$ cat src/rtl/led_sel_pkg.sv
package led_sel_pkg;
  typedef enum logic [1:0] {
    MODE_ON   = 2'b00,
    MODE_OFF  = 2'b01,
    MODE_BLK0 = 2'b10,
    MODE_BLK1 = 2'b11
  } pin_mode_e;

  localparam logic [7:0] PTR_IDLE = 8'hFF;
  localparam int         IDX_W    = 4;
  localparam int         AINC_BIT = 4;
  localparam int         NUM_CTRL = 4;
endpackage

$ cat src/rtl/ledsel_ptr.sv
module ledsel_ptr
  import led_sel_pkg::*;
#(
  parameter int LAST_IDX = 9
) (
  input  logic             clk_i,
  input  logic             rst_ni,
  input  logic             evt_i,
  input  logic             wr_i,
  input  logic             rd_i,
  input  logic [7:0]       wdata_i,
  output logic [IDX_W-1:0] idx_o,
  output logic             data_we_o
);
  localparam int MOD = LAST_IDX + 1;

  logic             first_q;
  logic [7:0]       ptr_q;
  logic             load_ptr, step;
  logic [IDX_W:0]   sum;
  logic [IDX_W-1:0] idx_wrap;

  assign idx_o     = ptr_q[IDX_W-1:0];
  assign load_ptr  = wr_i && first_q && !evt_i;
  assign data_we_o = wr_i && !first_q && !evt_i;
  assign step      = (rd_i || data_we_o) && !evt_i && (ptr_q != PTR_IDLE) && ptr_q[AINC_BIT];
  assign sum       = {1'b0, idx_o} + 1'b1;
  assign idx_wrap  = IDX_W'(sum % (IDX_W+1)'(MOD));

  always_ff @(posedge clk_i or negedge rst_ni) begin
    if (!rst_ni) begin
      first_q <= 1'b1;
      ptr_q   <= PTR_IDLE;
    end else begin
      if (evt_i)         first_q <= 1'b1;
      else if (load_ptr) first_q <= 1'b0;
      if (load_ptr)  ptr_q <= wdata_i;
      else if (step) ptr_q <= {3'b000, 1'b1, idx_wrap};
    end
  end


  load_ptr_chk: assert property (@(posedge clk_i) disable iff (!rst_ni)
    (wr_i && first_q && !evt_i) |=> (ptr_q == $past(wdata_i)));

  evt_rearm_chk: assert property (@(posedge clk_i) disable iff (!rst_ni)
    (evt_i && !wr_i) |=> (wr_i |-> !data_we_o));

  idle_hold_chk: assert property (@(posedge clk_i) disable iff (!rst_ni)
    (ptr_q == PTR_IDLE && !load_ptr) |=> (ptr_q == PTR_IDLE));

  wrap_chk: assert property (@(posedge clk_i) disable iff (!rst_ni)
    (!evt_i && (rd_i || data_we_o) && ptr_q[AINC_BIT] && ptr_q != PTR_IDLE
     && int'(idx_o) == LAST_IDX) |=> (ptr_q == 8'h10));
endmodule

$ cat src/rtl/ledsel_regs.sv
module ledsel_regs
  import led_sel_pkg::*;
#(
  parameter int NUM_PINS = 16
) (
  input  logic                         clk_i,
  input  logic                         rst_ni,
  input  logic                         we_i,
  input  logic [IDX_W-1:0]             idx_i,
  input  logic [7:0]                   wdata_i,
  output logic [NUM_CTRL-1:0][7:0]     ctrl_o,
  output logic [NUM_PINS/4-1:0][7:0]   sel_o,
  output logic [NUM_PINS/4-1:0][7:0]   sel_nxt_o,
  output logic                         sel_we_o
);
  localparam int NUM_IN    = NUM_PINS / 8;
  localparam int NUM_SEL   = NUM_PINS / 4;
  localparam int CTRL_BASE = NUM_IN;
  localparam int SEL_BASE  = NUM_IN + NUM_CTRL;

  for (genvar c = 0; c < NUM_CTRL; c++) begin : g_ctrl
    // even slots are prescalers, odd slots duty values
    localparam logic [7:0] RST_V = (c % 2 == 0) ? 8'hFF : 8'h80;
    always_ff @(posedge clk_i or negedge rst_ni) begin
      if (!rst_ni)                                    ctrl_o[c] <= RST_V;
      else if (we_i && int'(idx_i) == CTRL_BASE + c)  ctrl_o[c] <= wdata_i;
    end
  end

  for (genvar s = 0; s < NUM_SEL; s++) begin : g_sel
    logic hit;
    assign hit = we_i && int'(idx_i) == SEL_BASE + s;
    assign sel_nxt_o[s] = hit ? wdata_i : sel_o[s];
    always_ff @(posedge clk_i or negedge rst_ni) begin
      if (!rst_ni)  sel_o[s] <= 8'h55;
      else if (hit) sel_o[s] <= wdata_i;
    end
  end

  assign sel_we_o = we_i && int'(idx_i) >= SEL_BASE && int'(idx_i) < SEL_BASE + NUM_SEL;


  unmapped_wr_chk: assert property (@(posedge clk_i) disable iff (!rst_ni)
    (we_i && int'(idx_i) >= SEL_BASE + NUM_SEL) |=> ($stable(ctrl_o) && $stable(sel_o)));
endmodule

$ cat src/rtl/ledsel_pins.sv
module ledsel_pins
  import led_sel_pkg::*;
#(
  parameter int NUM_PINS = 16
) (
  input  logic                       clk_i,
  input  logic                       rst_ni,
  input  logic                       sel_we_i,
  input  logic [NUM_PINS/4-1:0][7:0] sel_nxt_i,
  output logic [NUM_PINS-1:0]        pin_o,
  output logic                       chg_o,
  output logic [NUM_PINS-1:0]        chg_mask_o
);
  logic [NUM_PINS-1:0] pin_nxt, diff;

  always_comb begin
    for (int n = 0; n < NUM_PINS; n++) begin
      pin_mode_e m;
      m = pin_mode_e'(sel_nxt_i[n/4][2*(n%4) +: 2]);
      unique case (m)
        MODE_ON:  pin_nxt[n] = 1'b1;
        MODE_OFF: pin_nxt[n] = 1'b0;
        default:  pin_nxt[n] = pin_o[n];
      endcase
    end
  end

  assign diff = pin_o ^ pin_nxt;

  always_ff @(posedge clk_i or negedge rst_ni) begin
    if (!rst_ni) begin
      pin_o      <= '0;
      chg_o      <= 1'b0;
      chg_mask_o <= '0;
    end else if (sel_we_i) begin
      pin_o      <= pin_nxt;
      chg_o      <= |diff;
      chg_mask_o <= diff;
    end else begin
      chg_o      <= 1'b0;
      chg_mask_o <= '0;
    end
  end

  for (genvar n = 0; n < NUM_PINS; n++) begin : g_chk

    pin_on_chk: assert property (@(posedge clk_i) disable iff (!rst_ni)
      (sel_we_i && sel_nxt_i[n/4][2*(n%4) +: 2] == 2'b00) |=> pin_o[n]);

    pin_blink_hold_chk: assert property (@(posedge clk_i) disable iff (!rst_ni)
      (sel_we_i && sel_nxt_i[n/4][2*(n%4) +: 1] == 1'b0 && sel_nxt_i[n/4][2*(n%4)+1])
      |=> $stable(pin_o[n]));
  end


  pin_quiet_chk: assert property (@(posedge clk_i) disable iff (!rst_ni)
    !sel_we_i |=> $stable(pin_o));

  chg_src_chk: assert property (@(posedge clk_i) disable iff (!rst_ni)
    chg_o |-> ($past(sel_we_i) && chg_mask_o == (pin_o ^ $past(pin_o))));
endmodule

$ cat src/rtl/ledsel_rdmux.sv
module ledsel_rdmux
  import led_sel_pkg::*;
#(
  parameter int NUM_PINS = 16
) (
  input  logic [IDX_W-1:0]           idx_i,
  input  logic [NUM_PINS-1:0]        pin_i,
  input  logic [NUM_CTRL-1:0][7:0]   ctrl_i,
  input  logic [NUM_PINS/4-1:0][7:0] sel_i,
  output logic [7:0]                 rdata_o
);
  localparam int NUM_IN   = NUM_PINS / 8;
  localparam int NUM_SEL  = NUM_PINS / 4;
  localparam int SEL_BASE = NUM_IN + NUM_CTRL;

  always_comb begin
    rdata_o = 8'h00;
    for (int k = 0; k < NUM_IN; k++)
      if (int'(idx_i) == k) rdata_o = pin_i[8*k +: 8];
    for (int c = 0; c < NUM_CTRL; c++)
      if (int'(idx_i) == NUM_IN + c) rdata_o = ctrl_i[c];
    for (int s = 0; s < NUM_SEL; s++)
      if (int'(idx_i) == SEL_BASE + s) rdata_o = sel_i[s];
  end
endmodule

$ cat src/rtl/led_sel_regfile.sv
module led_sel_regfile
  import led_sel_pkg::*;
#(
  parameter int NUM_PINS = 16
) (
  input  logic                clk_i,
  input  logic                rst_ni,
  input  logic                bus_evt_i,
  input  logic                wr_stb_i,
  input  logic [7:0]          wr_data_i,
  input  logic                rd_stb_i,
  output logic [7:0]          rd_data_o,
  output logic [NUM_PINS-1:0] pin_o,
  output logic                pin_chg_o,
  output logic [NUM_PINS-1:0] pin_chg_mask_o
);
  localparam int NUM_SEL  = NUM_PINS / 4;
  localparam int LAST_IDX = NUM_PINS / 8 + NUM_CTRL + NUM_SEL - 1;

  logic [IDX_W-1:0]          idx;
  logic                      data_we, sel_we;
  logic [NUM_CTRL-1:0][7:0]  ctrl;
  logic [NUM_SEL-1:0][7:0]   sel, sel_nxt;

  ledsel_ptr #(.LAST_IDX(LAST_IDX)) i_ptr (
    .clk_i, .rst_ni,
    .evt_i     (bus_evt_i),
    .wr_i      (wr_stb_i),
    .rd_i      (rd_stb_i),
    .wdata_i   (wr_data_i),
    .idx_o     (idx),
    .data_we_o (data_we)
  );

  ledsel_regs #(.NUM_PINS(NUM_PINS)) i_regs (
    .clk_i, .rst_ni,
    .we_i      (data_we),
    .idx_i     (idx),
    .wdata_i   (wr_data_i),
    .ctrl_o    (ctrl),
    .sel_o     (sel),
    .sel_nxt_o (sel_nxt),
    .sel_we_o  (sel_we)
  );

  ledsel_pins #(.NUM_PINS(NUM_PINS)) i_pins (
    .clk_i, .rst_ni,
    .sel_we_i   (sel_we),
    .sel_nxt_i  (sel_nxt),
    .pin_o      (pin_o),
    .chg_o      (pin_chg_o),
    .chg_mask_o (pin_chg_mask_o)
  );

  ledsel_rdmux #(.NUM_PINS(NUM_PINS)) i_rdmux (
    .idx_i   (idx),
    .pin_i   (pin_o),
    .ctrl_i  (ctrl),
    .sel_i   (sel),
    .rdata_o (rd_data_o)
  );


  reset_pins_chk: assert property (@(posedge clk_i) disable iff (!rst_ni)
    $rose(rst_ni) |-> (pin_o == '0 && !pin_chg_o));
endmodule

$ cat config.mk
export PLATFORM = sky130hd
export DESIGN_NAME = led_sel_regfile
export DESIGN_NICKNAME = d
export VERILOG_FILES = /design/src/rtl/led_sel_pkg.sv /design/src/rtl/ledsel_ptr.sv /design/src/rtl/ledsel_regs.sv /design/src/rtl/ledsel_pins.sv /design/src/rtl/ledsel_rdmux.sv /design/src/rtl/led_sel_regfile.sv
export SDC_FILE = /design/constraint.sdc
export NUM_CORES = 1
export LEC_CHECK = 0
export ABC_AREA = 1
export ABC_CLOCK_PERIOD_IN_PS = 6000
export CORE_AREA = 2 2 91 128
export CTS_BUF_LIST = sky130_fd_sc_hd__clkbuf_4 sky130_fd_sc_hd__clkbuf_8 sky130_fd_sc_hd__clkbuf_16
export DETAILED_ROUTE_END_ITERATION = 10
export DIE_AREA = 0 0 93 130
export DONT_BUFFER_PORTS = 1
export GPL_TIMING_DRIVEN = 0
export PLACE_DENSITY = 0.73
export SYNTH_ARGS = -nofsm -noshare
export SYNTH_HDL_FRONTEND = slang
export SYNTH_HIERARCHICAL = 1
export SYNTH_SLANG_ARGS = --single-unit
$ cat constraint.sdc
create_clock -name clk_i -period 6 [get_ports clk_i]
set_input_delay 0.9 -clock clk_i [delete_from_list [all_inputs] [get_ports clk_i]]
set_output_delay 0.9 -clock clk_i [all_outputs]
set_load 0.03 [all_outputs]
# After elaboration in Yosys (flattened, before gate mapping)
# Cells that the tools add are included.
dict set report totals {
  register_bits 106
  input_bits 13
  elab_cells 120
}
dict set report op_classes {
  n_addsub 1
  div_mod_pow 1
  magnitude_cmp 2
  eq_ne 26
  mux 36
  bitwise_logic 1
  n_reduce_logical 40
}
# cell count
set op_table {}
lappend op_table {{8-bit two-way mux} 16}
lappend op_table {{2-bit by 1-bit equality test with 1-bit output, second input constant} 16}
lappend op_table {{2-bit logical NOT} 16}
lappend op_table {{1-bit one-hot mux with 2 select lines} 16}
lappend op_table {{4-bit equality test, second input constant} 6}
lappend op_table {{1-bit logical AND} 17}
lappend op_table {{16-bit two-way mux} 1}
lappend op_table {{16-bit OR reduction} 1}
lappend op_table {{16-bit XOR} 1}
lappend op_table {{4-bit by 3-bit equality test with 1-bit output, second input constant} 2}
lappend op_table {{8-bit inequality test, second input constant} 1}
lappend op_table {{4-bit by 1-bit adder with 5-bit output, second input constant} 1}
lappend op_table {{5-bit by 4-bit remainder unit with 5-bit output, second input constant} 1}
lappend op_table {{4-bit by 2-bit equality test with 1-bit output, second input constant} 1}
lappend op_table {{4-bit by 3-bit greater-or-equal comparator with 1-bit output, second input constant} 1}
lappend op_table {{4-bit logical NOT} 1}
lappend op_table {{4-bit less-than comparator, second input constant} 1}
lappend op_table {{2-bit nonzero test} 2}
lappend op_table {{1-bit two-way mux} 3}
lappend op_table {{1-bit logical NOT} 2}
lappend op_table {{1-bit logical OR} 1}

# Longest topological paths before layout
# Gate-level depths: netlist of the first run.
dict set report logic_depth {
  word_depth 11
  mapped_depth 17
  ltp_nobuf 17
}

# Modules after synthesis
# Netlist of the first run, hierarchy kept.
# module instances cells_each area_per_inst_um2 seq_area_each_um2
set modules_own_cells {}
lappend modules_own_cells {ledsel_regs 1 317 2713.9 1644.1}
lappend modules_own_cells {ledsel_pins 1 192 1612.8 825.8}
lappend modules_own_cells {ledsel_rdmux 1 174 805.8 0.0}
lappend modules_own_cells {ledsel_ptr 1 106 762.0 236.5}

# Least setup slack after synthesis of the first run
# Ideal clock, no wire load.
dict set report synth_timing {
  kind {reg-to-output}
  from {register i_ptr.ptr_q[2]}
  to {output rd_data_o[5]}
  t_arrival_ps 1693
  setup_slack_ps 3407
  path_stages_with_launch 9
  path_buffers 2
  path_cell_list {dfstp_2 buf_4 inv_1 nor2_4 nand2_2 buf_6 or2_0 nand2_1 nand4_1}
}
dict set report synth_between {
  elab_chain_cells 11
}
# item line
set synth_rtl {}
lappend synth_rtl {{start, declared} ledsel_ptr.sv:18} ;# logic [7:0] ptr_q;
lappend synth_rtl {{start signal, assigned} ledsel_ptr.sv:37} ;# if (load_ptr) ptr_q <= wdata_i;
lappend synth_rtl {{start signal, assigned} ledsel_ptr.sv:38} ;# else if (step) ptr_q <= {3'b000, 1'b1, idx_wrap};
lappend synth_rtl {{4-bit logical NOT} ledsel_rdmux.sv:19} ;# if (int'(idx_i) == k) rdata_o = pin_i[8*k +: 8];
lappend synth_rtl {{8-bit two-way mux (2 in series)} ledsel_rdmux.sv:19}
lappend synth_rtl {{8-bit two-way mux (4 in series)} ledsel_rdmux.sv:21} ;# if (int'(idx_i) == NUM_IN + c) rdata_o = ctrl_i[c];
lappend synth_rtl {{8-bit two-way mux (3 in series)} ledsel_rdmux.sv:23} ;# if (int'(idx_i) == SEL_BASE + s) rdata_o = sel_i[s];
lappend synth_rtl {{8-bit two-way mux *} ledsel_rdmux.sv:23}
lappend synth_rtl {{end, declared} led_sel_regfile.sv:12} ;# output logic [7:0] rd_data_o,
# Mark *: on every way between the ends. The rest lies on a longest branch, timed or not.

# Final worst setup path of the first run
dict set report layout_timing {
  from {register i_ptr.ptr_q[3]}
  to {output rd_data_o[0]}
}
# The elaborated chain is that of the path after synthesis.

==> impl_summary.log, run 1 <==
INFO  metric status = completed
INFO  metric number_of_post_cts_setup_repair_buffers = 0
INFO  metric largest_family_of_logic_cells_by_synthesized_area = simple AND/OR/NAND/NOR gates
INFO  metric area.growth.synth_to_final = 8.130%
INFO  metric detail_route.vias_per_cell = around 5.5
INFO  metric num-fill-cells = approximately 1,000
INFO  metric gr-total-overflow = 0
INFO  metric synth.distinct_cells = 36
INFO  metric period_needed = ~3.3 ns
INFO  metric setup.worst_path.end_class = output pin
INFO  metric drt_first_iter_violations = 340
INFO  metric synth.yosys.warnings = 6
INFO  metric clock_tree_from_tritoncts = yes
INFO  metric tritoncts_num_sinks = about 110
INFO  metric floorplan.die.height = roughly 130 µm
INFO  metric flops_latches_synth = roughly 110
INFO  metric core = approximately 11,000 µm²
INFO  metric totalPowerFinal = between 0.003 and 0.004 W
INFO  metric cellLeakagePower = between 3 and 4 nW
INFO  metric post-route-cell-area = 6374 µm²
INFO  metric cts_hold_repair.buffers = 0
INFO  metric synthSimpleGateAreaFrac = around 35%
INFO  metric grt_first_pass_wirelength = between 20 and 30 mm
INFO  metric cts_max_path_buffers = 2
INFO  metric wl = 16.67 mm
INFO  metric post_synthesis_mux_area_share = 0%
INFO  metric core.rowCount = 46
INFO  metric critical_path_arrival = between 2 and 2.5 ns
INFO  metric routedWlPerCell = around 18 µm
INFO  metric number_of_antenna_violations_at_the_first_check_in_global_routing = 0
INFO  metric max_clock_freq = around 0.3 GHz
INFO  metric grt-busiest-layer = met2
INFO  metric crit_path_start_kind = flop
INFO  metric pwr_density_cell = ~510 nW/µm²
INFO  metric finalWorstSetupSlack = roughly 2.7 ns
INFO  metric timing_worst_setup_path_type = flop to output pin
INFO  metric unrepaired_setup_endpoints_after_global_routing = no
INFO  metric cts.root.buffer_cell = clkbuf_16
INFO  metric register_clock_pin_slew_on_the_reported_worst_setup_and_hold_paths = roughly 0.07 ns
INFO  metric timing.max_slew.rel_slack = a little over half
INFO  metric worst_skew_pair.late_latency = 0.36 ns
INFO  metric post_synth_inst_count = 789
INFO  metric setup-violations-final = 0
INFO  metric worst_pin_slew = between 0.7 and 0.8 ns
INFO  metric hold_violations = 0
INFO  metric synthDominantAreaCellType = dfrtp_1
INFO  metric route.antenna.remaining_nets = 0
INFO  metric ir_worst_vdd = 0.0003143 V
INFO  metric most-common-layout-cells = nand2_1, inv_1, nor2_1, nand3_1, dfrtp_1
INFO  metric via_count = around 5,200
INFO  metric gp_congestion = roughly 0.95
INFO  metric dieArea = roughly 12,000 µm²
INFO  metric seq_area_frac_synth = between 40% and 50%
INFO  metric hpwl = around 12 mm
INFO  metric final_net_count = 819
INFO  metric pin_count_of_the_biggest_net_entering_global_routing = about 110
INFO  metric synth_fp_nets = slightly above 800
INFO  metric preCtsSetupSlack = ~3 ns
INFO  metric synthTopCellsByArea = dfrtp_1, nand2_1, dfstp_2
INFO  metric grt_pass1_vias = 4,995
INFO  metric period_share = between 50% and 60%
INFO  metric cts_made_buffers = 9
INFO  metric groute.layer.met3.usage = 5.196%
INFO  metric grt_util_all_layers = around 29%
INFO  metric required = between 5 and 6 ns
INFO  metric min_path_type = input pin to async pin
INFO  metric crit_path_max_fanout = 10
INFO  metric met1_usage = 33.28%
INFO  metric placed_area = just over 6000 µm²
INFO  metric antenna_diode_count = 0
INFO  metric timing.setup.tns = 0 ns
INFO  metric drt_pass1_iterations = 6
INFO  metric synthAdderAreaFrac = around 1.3%
INFO  metric fp.dieW = 93 µm
INFO  metric synthXorXnorAreaFrac = 0%
INFO  metric synthesized_area_fraction_occupied_by_ao_oa_aoi_and_oai_cells = 9.106%
INFO  metric worst_clock_skew = about 0.012 ns
INFO  metric layout.cells.most_common = nand2_1
INFO  metric layout_cells_sized_above_1 = between 15 and 20%
INFO  metric ctsHtreeMaxLevel = 3
INFO  metric cap_viol_max_count = 0
INFO  metric postSynthAreaPerCell = ~7.5 µm²
INFO  metric place.port_buffers = 0
INFO  metric timing.reg2reg.setup_slack = 3.46 ns
INFO  metric postCtsResizedCells = 0
INFO  metric timing_max_transition_violations_final = 0
INFO  metric initial_core_utilization = 53.34%
INFO  metric grtUsageMet2 = 49.83%
INFO  metric io-pin-count = between 50 and 60
INFO  metric post-route-drc-count = 0
INFO  metric mappedNetlistArea = approximately 5900 µm²
INFO  metric yosys.area.top_type_share = a little over a quarter
-- area by class of cell --
cell class | instances | area (µm²) | area share, %
clock inverter | 6 | 73.82 | 1.158
tap | 144 | 180.2 | 2.827
multi-input combinational | 567 | 2696 | 42.30
buffer | 25 | 148.9 | 2.336
sequential | 106 | 2706 | 42.46
clock buffer | 9 | 225.2 | 3.534
inverter | 91 | 342.8 | 5.379
-- final timing paths --
check,start,endpoint,cells past startpoint
max in group asynchronous,rst_ni,i_regs/ctrl_o[0]$_DFFE_PN1P_,0
min in group clk_i,i_regs/ctrl_o[21]$_DFFE_PN1P_,i_regs/ctrl_o[21]$_DFFE_PN1P_,2
worst max-delay path,i_ptr/ptr_q[3]$_DFFE_PN1P_,rd_data_o[0],9
worst min register to register,i_regs/ctrl_o[21]$_DFFE_PN1P_,i_regs/ctrl_o[21]$_DFFE_PN1P_,2
worst max register to register,i_ptr/ptr_q[3]$_DFFE_PN1P_,i_pins/pin_o[6]$_DFFE_PN0P_,8
worst min-delay path,rst_ni,i_regs/ctrl_o[9]$_DFFE_PN0P_,0
-- sequential cells by signal, indices dropped and copies added, names as in the netlist --
register	flops
i_regs/sel_o	32
i_pins/chg_mask_o	16
i_ptr/ptr_q	8
i_ptr/first_q	1
i_regs/ctrl_o	32
i_pins/chg_o	1
i_pins/pin_o	16
-- layer usage --
| metal | wire (µm) | vias up |
|---|---|---|
| met3 | 865 | 38 |
| met2 | 8576 | 167 |
| li1 | - | 2513 |
| met5 | 0 | - |
| met1 | 6526 | 2518 |
| met4 | 700 | 0 |
-- stage by stage --
step	cells	hold WS (ns)	utilization, %
2_1_floorplan	789	0.4419	-
3_3_place_gp	933	0.4514	54.97
3_5_place_dp	933	0.4577	54.97
4_1_cts	948	0.2264	57.68
5_1_grt	948	0.2270	57.68
6_report	948	0.2432	57.68
-- power by group --
group	total [W]	switching, W	internal, W	leakage (nW)
logic	0.00133	0.000919	0.000408	1.82
clock network	0.000605	0.000278	0.000327	0.140
registers	0.00130	0.000321	0.000980	1.20
-- synth_stat cells --
cell / count
inv_2: 8
o21a_1: 2
ha_1: 6
nand2_1: 303
buf_4: 6
a21oi_2: 1
nand3_2: 1
a21oi_1: 32
clkinv_2: 1
a31oi_1: 2
nor2_2: 6
o21bai_1: 16
or2_0: 2
a211oi_1: 5
o21ai_2: 1
o21ai_0: 7
nor2_1: 64
nand3_1: 63
nand2_2: 9
o22ai_1: 1
nor3_4: 1
dfstp_2: 43
buf_2: 8
buf_6: 3
nor3_1: 1
clkbuf_1: 8
nor3_2: 1
or2_2: 2
a22oi_1: 1
inv_1: 82
nand3b_1: 7
nor2_4: 6
dfrtp_1: 63
nand2_4: 1
a211oi_2: 10
nand4_1: 16
-- logic make-up after synthesis --
family / Yosys count
AO/OA/AOI/OAI: 78
adder cells (fa/ha/maj): 6
AND/OR/NAND/NOR: 483
buffers and inverters: 116
flip-flops: 106
-- worst max-delay path: stages (launching register included) --
cell and delay, ns:
dfstp_2 0.60, buf_4 0.20, nor2_1 0.08, buf_4 0.17, nand2_1 0.16, nor2_1 0.06, nor2_1 0.14, nand4_1 0.13
nand2_1 0.10, nand4_1 0.36
No activity file was read; power rests on OpenSTA's default activity.
==> run 2, diff against run 1 <==
- ABC_CLOCK_PERIOD_IN_PS: 6000 -> 3200
- clock period: 6 -> 3.2 ns (I/O delays scaled with it)
==> run 2 against run 1 <==
Against the previous run: global-route usage about the same; total power up 88%; sequential share of layout area shrank 0.18 points; critical path depth decreased by 2; non-clock buffer count is 1 higher; sequential cell count unchanged; critical path type unchanged; largest cell class unchanged; largest power group unchanged.
==> impl_summary.log, run 2 (synthesized netlist as in run 1, its figures left out) <==
INFO  metric cts.root.buffer_cell = clkbuf_16
INFO  metric fp.dieW = 93 µm (unchanged)
INFO  metric setup-violations-final = 0 (unchanged)
INFO  metric antenna_diode_count = 0 (unchanged)
INFO  metric wl = 16.71 mm (+0.25%)
INFO  metric worst_skew_pair.late_latency = 0.36 ns (about the same)
INFO  metric io-pin-count = 54 (unchanged)
INFO  metric worst_pin_slew = 0.7156 ns (+0.003017 ns)
INFO  metric drt_pass1_iterations = 6 (unchanged)
INFO  metric cell_internal_pwr = 0.003221 W (+88%)
INFO  metric net-switching-power = 0.002873 W (+89%)
INFO  metric period_needed = 2.822 ns
INFO  metric route.antenna.remaining_nets = 0 (unchanged)
INFO  metric unrepaired_setup_endpoints_after_global_routing = no
INFO  metric timing.setup.tns = 0 ns (unchanged)
INFO  metric crit_path_max_fanout = 8 (-2)
INFO  metric area.growth.synth_to_final = 8.597%
INFO  metric worst_clock_skew = 0.01183 ns (-0.0005729 ns)
INFO  metric cts_made_buffers = 9 (unchanged)
INFO  metric hold_violations = 0 (unchanged)
INFO  metric gp_congestion = 0.9536 (unchanged)
INFO  metric ir_worst_vdd = 0.0005913 V (+88%)
INFO  metric cellLeakagePower = 3.170 nW (+0.40%)
INFO  metric place.port_buffers = 0 (unchanged)
INFO  metric timing.max_slew.rel_slack = 52.29% (-0.20 points)
INFO  metric period_share = 88.18%
INFO  metric tritoncts_num_sinks = 106 (unchanged)
INFO  metric detail_route.vias_per_cell = 5.507 (-0.30%)
INFO  metric cts_max_path_buffers = 2 (unchanged)
INFO  metric register_clock_pin_slew_on_the_reported_worst_setup_and_hold_paths = 0.07 ns (about the same)
INFO  metric grt_first_pass_wirelength = 26.00 mm (+0.13%)
INFO  metric final_util = 57.93% (+0.25 points)
INFO  metric grt_util_all_layers = 28.69% (+0.037 points)
INFO  metric initial_core_utilization = 53.34% (unchanged)
INFO  metric layout_top_registers = i_regs/ctrl_o (32), i_regs/sel_o (32)
INFO  metric post-route-cell-area = 6401 µm² (+0.43%)
INFO  metric hold_slack = 0.05946 ns (-0.1838 ns)
INFO  metric required = 2.72 ns (-2.38 ns)
INFO  metric ctsHtreeMaxLevel = 3 (unchanged)
INFO  metric layout.cells.most_common = nand2_1
INFO  metric combinational_power_share = 41.3% (+0.3 points)
INFO  metric clock_tree_from_tritoncts = yes
INFO  metric timing_max_transition_violations_final = 0 (unchanged)
INFO  metric gr-total-overflow = 0 (unchanged)
INFO  metric dieArea = 12,090 µm² (unchanged)
INFO  metric number_of_antenna_violations_at_the_first_check_in_global_routing = 0 (unchanged)
INFO  metric post-route-drc-count = 0 (unchanged)
INFO  metric critical_path_arrival = 2.34 ns (-0.03 ns)
INFO  metric place.detailed.instances = 933 (unchanged)
INFO  metric min_path_type = input pin to async pin
INFO  metric placed_area = 6075 µm² (unchanged)
INFO  metric most-common-layout-cells = nand2_1, inv_1, nor2_1, nand3_1, dfrtp_1
INFO  metric final_net_count = 820 (+0.12%)
INFO  metric setup.worst_path.end_class = output pin
INFO  metric postCtsResizedCells = 0 (unchanged)
INFO  metric grt_pass1_vias = 4,995 (unchanged)
INFO  metric num-fill-cells = 1,044 (-0.096%)
INFO  metric core.rowCount = 46 (unchanged)
INFO  metric via_count = 5,226 (-0.19%)
INFO  metric switching_share = 47.15% (+0.21 points)
INFO  metric routedWlPerCell = 17.61 µm (+0.14%)
INFO  metric worst_r2r_path_depth = 8 (unchanged)
INFO  metric core = 11,050 µm² (unchanged)
INFO  metric layout_cells_sized_above_1 = 15.40% (+0.11 points)
INFO  metric status = completed
INFO  metric cap_viol_max_count = 0 (unchanged)
INFO  metric p_seq_share = 40.1% (about the same)
INFO  metric power_frac_clock = 18.6% (about the same)
INFO  metric pin_count_of_the_biggest_net_entering_global_routing = 107 (unchanged)
INFO  metric timing_worst_setup_path_type = flop to output pin
INFO  metric pwr_density_cell = 952.1 nW/µm² (+88%)
INFO  metric max_clock_freq = roughly 0.35 GHz
INFO  metric hpwl = 12.49 mm (unchanged)
INFO  metric drt_first_iter_violations = 373 (+9.7%)
INFO  metric crit_path_start_kind = flop
INFO  metric stdcell_count = 949 (+0.11%)
INFO  metric floorplan.die.height = 130 µm (unchanged)
[run 2: cell count changes in the layout (fill, tap and decap cells not counted)]
cell    delta
buf_16     +1
[run 2: final cells by class]
cell class / count / area (µm²) / share of cell area [%]
buffer: 25 / 148.9 / 2.326
clock buffer: 9 / 225.2 / 3.518
clock inverter: 6 / 73.82 / 1.153
inverter: 91 / 342.8 / 5.356
multi-input combinational: 567 / 2696 / 42.12
sequential: 106 / 2706 / 42.28
tap: 144 / 180.2 / 2.815
timing repair buffer: 1 / 27.53 / 0.4300
[run 2: power groups by stage]
stage / sequential (W) / clock, W / combinational (W)
after global placement: 0.00244 / 0 / 0.00238
final: 0.00244 / 0.00114 / 0.00251
after global routing: 0.00247 / 0.00120 / 0.00281
after detailed placement: 0.00246 / 0 / 0.00245
after floorplan: 0.00226 / 0 / 0.00197
after CTS: 0.00243 / 0.00115 / 0.00249
[run 2: path summary, 6_finish.rpt]
kind                                                  to                           from  slack, ns
max                                         rd_data_o[6]     i_ptr/ptr_q[2]$_DFFE_PN1P_       0.38
max reg2reg                  i_pins/pin_o[6]$_DFFE_PN0P_     i_ptr/ptr_q[3]$_DFFE_PN1P_       0.63
max in group asynchronous   i_regs/ctrl_o[0]$_DFFE_PN1P_                         rst_ni       2.71
min in group clk_i             i_ptr/first_q$_DFFE_PN1P_                       wr_stb_i       0.20
min                          i_pins/pin_o[4]$_DFFE_PN0P_                         rst_ni       0.06
min reg2reg                i_regs/ctrl_o[21]$_DFFE_PN1P_  i_regs/ctrl_o[21]$_DFFE_PN1P_       0.47
[run 2: metrics by stage]
| stage | worst slack (ns) | power [W] |
|---|---|---|
| CTS | 0.3858 | 0.006079 |
| global placement | 0.7299 | 0.004822 |
| finish | 0.3783 | 0.006094 |
| floorplan | 0.9826 | 0.004232 |
| detailed placement | 0.6544 | 0.004909 |
| global route | 0.2381 | 0.006485 |
[run 2: worst max-delay path, cell delays in order (launching register included)]
cell	delay, ns
dfstp_2	0.59
buf_4	0.20
nand2_1	0.11
nor3_2	0.37
nand2_1	0.18
nand4_1	0.16
nand2_1	0.08
nand4_1	0.29
[run 2: what timing repair did]
| item | in CTS | in global routing |
|---|---|---|
| hold endpoints to repair | 106 | 0 |
| setup buffers | 0 | 0 |
| hold buffers | 1 | 0 |
[run 2: per-layer routing]
layer  track usage, %  vias to the layer above  routed length (µm)
li1                 -                     2511                   -
met1            33.62                     2515                6558
met3            5.196                       39                 888
met4            16.18                        0                 730
met5                0                        -                   0
met2            49.57                      161                8533
==> run 3, diff against run 2 <==
- ABC_AREA: 1 -> unset
- CORE_AREA: 2 2 91 128 -> 2 2 87 122
- DIE_AREA: 0 0 93 130 -> 0 0 89 124
==> run 3 against run 2 <==
Against the previous run: fmax decreased by 6.9%; critical path type unchanged; combinational power shrank 9.6%; critical endpoint unchanged; non-clock buffer count shrank 4.
==> impl_summary.log, run 3 <==
INFO  metric synth_top_flop_cell = dfrtp_1
INFO  metric timing.max_slew.rel_slack = 37.19% (-15 points)
INFO  metric flops_latches_synth = 106 (unchanged)
INFO  metric critical_path_arrival = 2.55 ns (+0.21 ns)
INFO  metric antenna_diode_count = 0 (unchanged)
INFO  metric grt_first_pass_wirelength = 19.84 mm (-24%)
INFO  metric synthDominantAreaCellType = dfrtp_1
INFO  metric seq_area_frac_synth = 50.44% (+4.5 points)
INFO  metric drt_pass1_iterations = 4 (-2)
INFO  metric ctsHtreeMaxLevel = 3 (unchanged)
INFO  metric detail_route.vias_per_cell = 6.078 (+10%)
INFO  metric min_path_type = input pin to async pin
INFO  metric cp_slowest_stage_delay = 0.62 ns (+0.03 ns)
INFO  metric max_clock_freq = 0.3298 GHz (-6.9%)
INFO  metric worst_clock_skew = 0.009405 ns (-0.002423 ns)
INFO  metric postSynthAreaPerCell = 12.68 µm² (+70%)
INFO  metric wl = 12.84 mm (-23%)
INFO  metric cts_max_path_buffers = 2 (unchanged)
INFO  metric core.rowCount = 43 (-6.5%)
INFO  metric core = 9899 µm² (-10%)
INFO  metric post-route-drc-count = 0 (unchanged)
INFO  metric place.port_buffers = 0 (unchanged)
INFO  metric synth.distinct_cells = 58 (+61%)
INFO  metric hpwl = 8.865 mm (-29%)
INFO  metric fp.dieW = 89 µm (-4.3%)
INFO  metric status = completed
INFO  metric most-common-layout-cells = mux2_2, dfrtp_1, dfstp_2, nand2_1, nor2_1
INFO  metric critical-path-top-cell-by-count = o221ai_2
INFO  metric pwr_density_cell = 975.0 nW/µm² (+2.4%)
INFO  metric setup-violations-final = 0 (unchanged)
INFO  metric pin_count_of_the_biggest_net_entering_global_routing = 107 (unchanged)
INFO  metric grt_util_all_layers = 24.75% (-3.9 points)
INFO  metric path_cells = buf_4 -> buf_6 -> buf_8 -> mux4_2 -> o221ai_2 -> o221ai_2
INFO  metric initial_core_utilization = 54.20% (+0.86 points)
INFO  metric final_util = 59.81% (+1.9 points)
INFO  metric synth-async-reset-ratio = 100.0% (unchanged)
INFO  metric layout_top_registers = i_regs/ctrl_o (32), i_regs/sel_o (32)
INFO  metric placed_area = 5534 µm² (-8.9%)
INFO  metric final_net_count = 455 (-45%)
INFO  metric cellLeakagePower = 2.669 nW (-16%)
INFO  metric timing_max_transition_violations_final = 0 (unchanged)
INFO  metric hold_violations = 0 (unchanged)
INFO  metric via_count = 3,501 (-33%)
INFO  metric gr-total-overflow = 0 (unchanged)
INFO  metric post_synth_inst_count = 423 (-46%)
INFO  metric period_needed = 3.032 ns (+0.2108 ns)
INFO  metric dieArea = 11,040 µm² (-8.7%)
INFO  metric num-fill-cells = 827 (-21%)
INFO  metric synth_common_cells = mux2_2, dfrtp_1, dfstp_2
INFO  metric grt_pass1_vias = 3,639 (-27%)
INFO  metric cts.root.buffer_cell = clkbuf_16
INFO  metric clock_tree_from_tritoncts = yes
INFO  metric synth_fp_nets = 442 (-45%)
INFO  metric area.growth.synth_to_final = 10.35%
INFO  metric drt_first_iter_violations = 270 (-28%)
INFO  metric yosysMostFrequentCell = mux2_2
INFO  metric yosys.area.top_type_share = 29.38% (+2.6 points)
INFO  metric cts_made_buffers = 9 (unchanged)
INFO  metric cap_viol_max_count = 0 (unchanged)
INFO  metric crit_path_max_fanout = 19 (+11)
INFO  metric layout_cells_sized_above_1 = 41.50% (+26 points)
INFO  metric setup.worst_path.end_class = output pin
INFO  metric worst_pin_slew = 0.9403 ns (+0.2247 ns)
INFO  metric unrepaired_setup_endpoints_after_global_routing = no
INFO  metric synth-edff-count = 0 (unchanged)
INFO  metric routedWlPerCell = 22.30 µm (+27%)
INFO  metric register_clock_pin_slew_on_the_reported_worst_setup_and_hold_paths = 0.07 ns (about the same)
INFO  metric layout.cells.most_common = mux2_2
INFO  metric tritoncts_num_sinks = 106 (unchanged)
INFO  metric post-route-cell-area = 5921 µm² (-7.5%)
INFO  metric number_of_antenna_violations_at_the_first_check_in_global_routing = 0 (unchanged)
INFO  metric period_share = 94.77% (+6.6 points)
INFO  metric critPathSlowestCell = dfstp_2
INFO  metric io-pin-count = 54 (unchanged)
INFO  metric synth.yosys.warnings = 6 (unchanged)
INFO  metric crit_path_start_kind = flop
INFO  metric route.antenna.remaining_nets = 0 (unchanged)
INFO  metric floorplan.die.height = 124 µm (-4.6%)
INFO  metric worst_skew_pair.late_latency = 0.34 ns (-0.02 ns)
INFO  metric gp_congestion = 0.8641 (-9.4%)
INFO  metric required = 2.72 ns (about the same)
INFO  metric timing_worst_setup_path_type = flop to output pin
INFO  metric ir_worst_vdd = 0.0005467 V (-7.6%)
INFO  metric synthTopCellsByArea = dfrtp_1, dfstp_2, mux2_2
INFO  metric mappedNetlistArea = 5365 µm² (-9.0%)
run 3: changes by cell type after synthesis, moves of 16 or more:
cell	before	now
a21oi_1	32	2
nand2b_1	0	17
nor2_1	64	21
xor2_1	0	17
inv_1	82	8
o21bai_1	16	0
nand2_1	303	27
nand3_1	63	1
mux2_2	0	72
run 3: timing repair:
| item | 4_1_cts | 5_1_grt |
|---|---|---|
| setup buffers | 0 | 2 |
| cloned | 0 | 0 |
| endpoints found under the setup margin | 8 | 8 |
| gates resized for setup | 8 | 4 |
| pin swaps | 0 | 1 |
| endpoints found under the hold margin | 106 | 0 |
| hold buffers | 1 | 0 |
run 3: where the power goes:
group | internal, W | total [W] | switching (W)
Sequential | 0.00189 | 0.00247 | 0.000578
Combinational | 0.00102 | 0.00227 | 0.00125
Clock | 0.000538 | 0.00103 | 0.000494
Total | 0.00345 | 0.00577 | 0.00232
run 3: path summary, 6_finish.rpt:
kind                                             from                        endpoint  slack [ns]  depth (start not counted)
min reg2reg                i_ptr/ptr_q[4]$_DFFE_PN1P_      i_ptr/ptr_q[4]$_DFFE_PN1P_        0.47                          2
max reg2reg                i_ptr/ptr_q[0]$_DFFE_PN1P_      i_ptr/ptr_q[1]$_DFFE_PN1P_        0.24                         11
max                        i_ptr/ptr_q[0]$_DFFE_PN1P_                    rd_data_o[6]        0.17                          6
max in group asynchronous                      rst_ni   i_regs/ctrl_o[18]$_DFFE_PN1P_        2.70                          1
min in group clk_i                       wr_data_i[4]      i_ptr/ptr_q[4]$_DFFE_PN1P_        0.22                          2
min                                            rst_ni  i_pins/chg_mask_o[0]$_DFF_PN0_        0.02                          1
run 3: kinds of logic (layout without fill, tap and decap cells):
logic type      count (synthesis)  in the layout  share of synthesized area, %
flops                         106            106                         50.44
xor+xnor                       20             20                         3.265
simple gates                  103            103                         11.82
mux                            90             90                         20.62
fa+ha+maj                       6              6                         1.399
buf+inv                        28             46                         3.125
compound gates                 70             70                         9.329
run 3: layout make-up:
class	count	area [µm²]	share of cell area (%)
flip-flops and latches	106	2706	45.71
plain buffers	19	135.1	2.282
repair buffers	3	55.05	0.9298
clock buffers	10	232.7	3.931
clock inverters	6	42.54	0.7185
multi-input cells	289	2550	43.07
well taps	135	168.9	2.853
inverters	8	30.03	0.5072
run 3: critical path: cells and delay by family, from the launching register on:
| family | cells | cell delay, ns |
|---|---|---|
| compound gates | 2 | 0.48 |
| buf+inv | 3 | 0.58 |
| mux | 1 | 0.53 |
| flops | 1 | 0.62 |
run 3: per-layer routing:
metal	GRT usage [%]	wire, µm	share of wire (%)
met3	6.428	567	4.4
met1	29.14	5098	40
met2	42.72	6797	53
met4	9.888	379	3.0
met5	0	0	0
run 3: stage by stage:
stage	hold slack, ns	setup slack (ns)	setup TNS [ns]	total power (W)	cells
detailed placement	0.1867	-0.2716	-0.2716	0.004648	558
floorplan	0.1844	0.4398	0	0.004114	423
global route	0.08850	0.03743	0	0.006084	576
CTS	0.09905	0.04018	0	0.005778	575
finish	0.02456	0.1675	0	0.005773	576
global placement	0.1867	-0.1960	-0.1960	0.004559	558
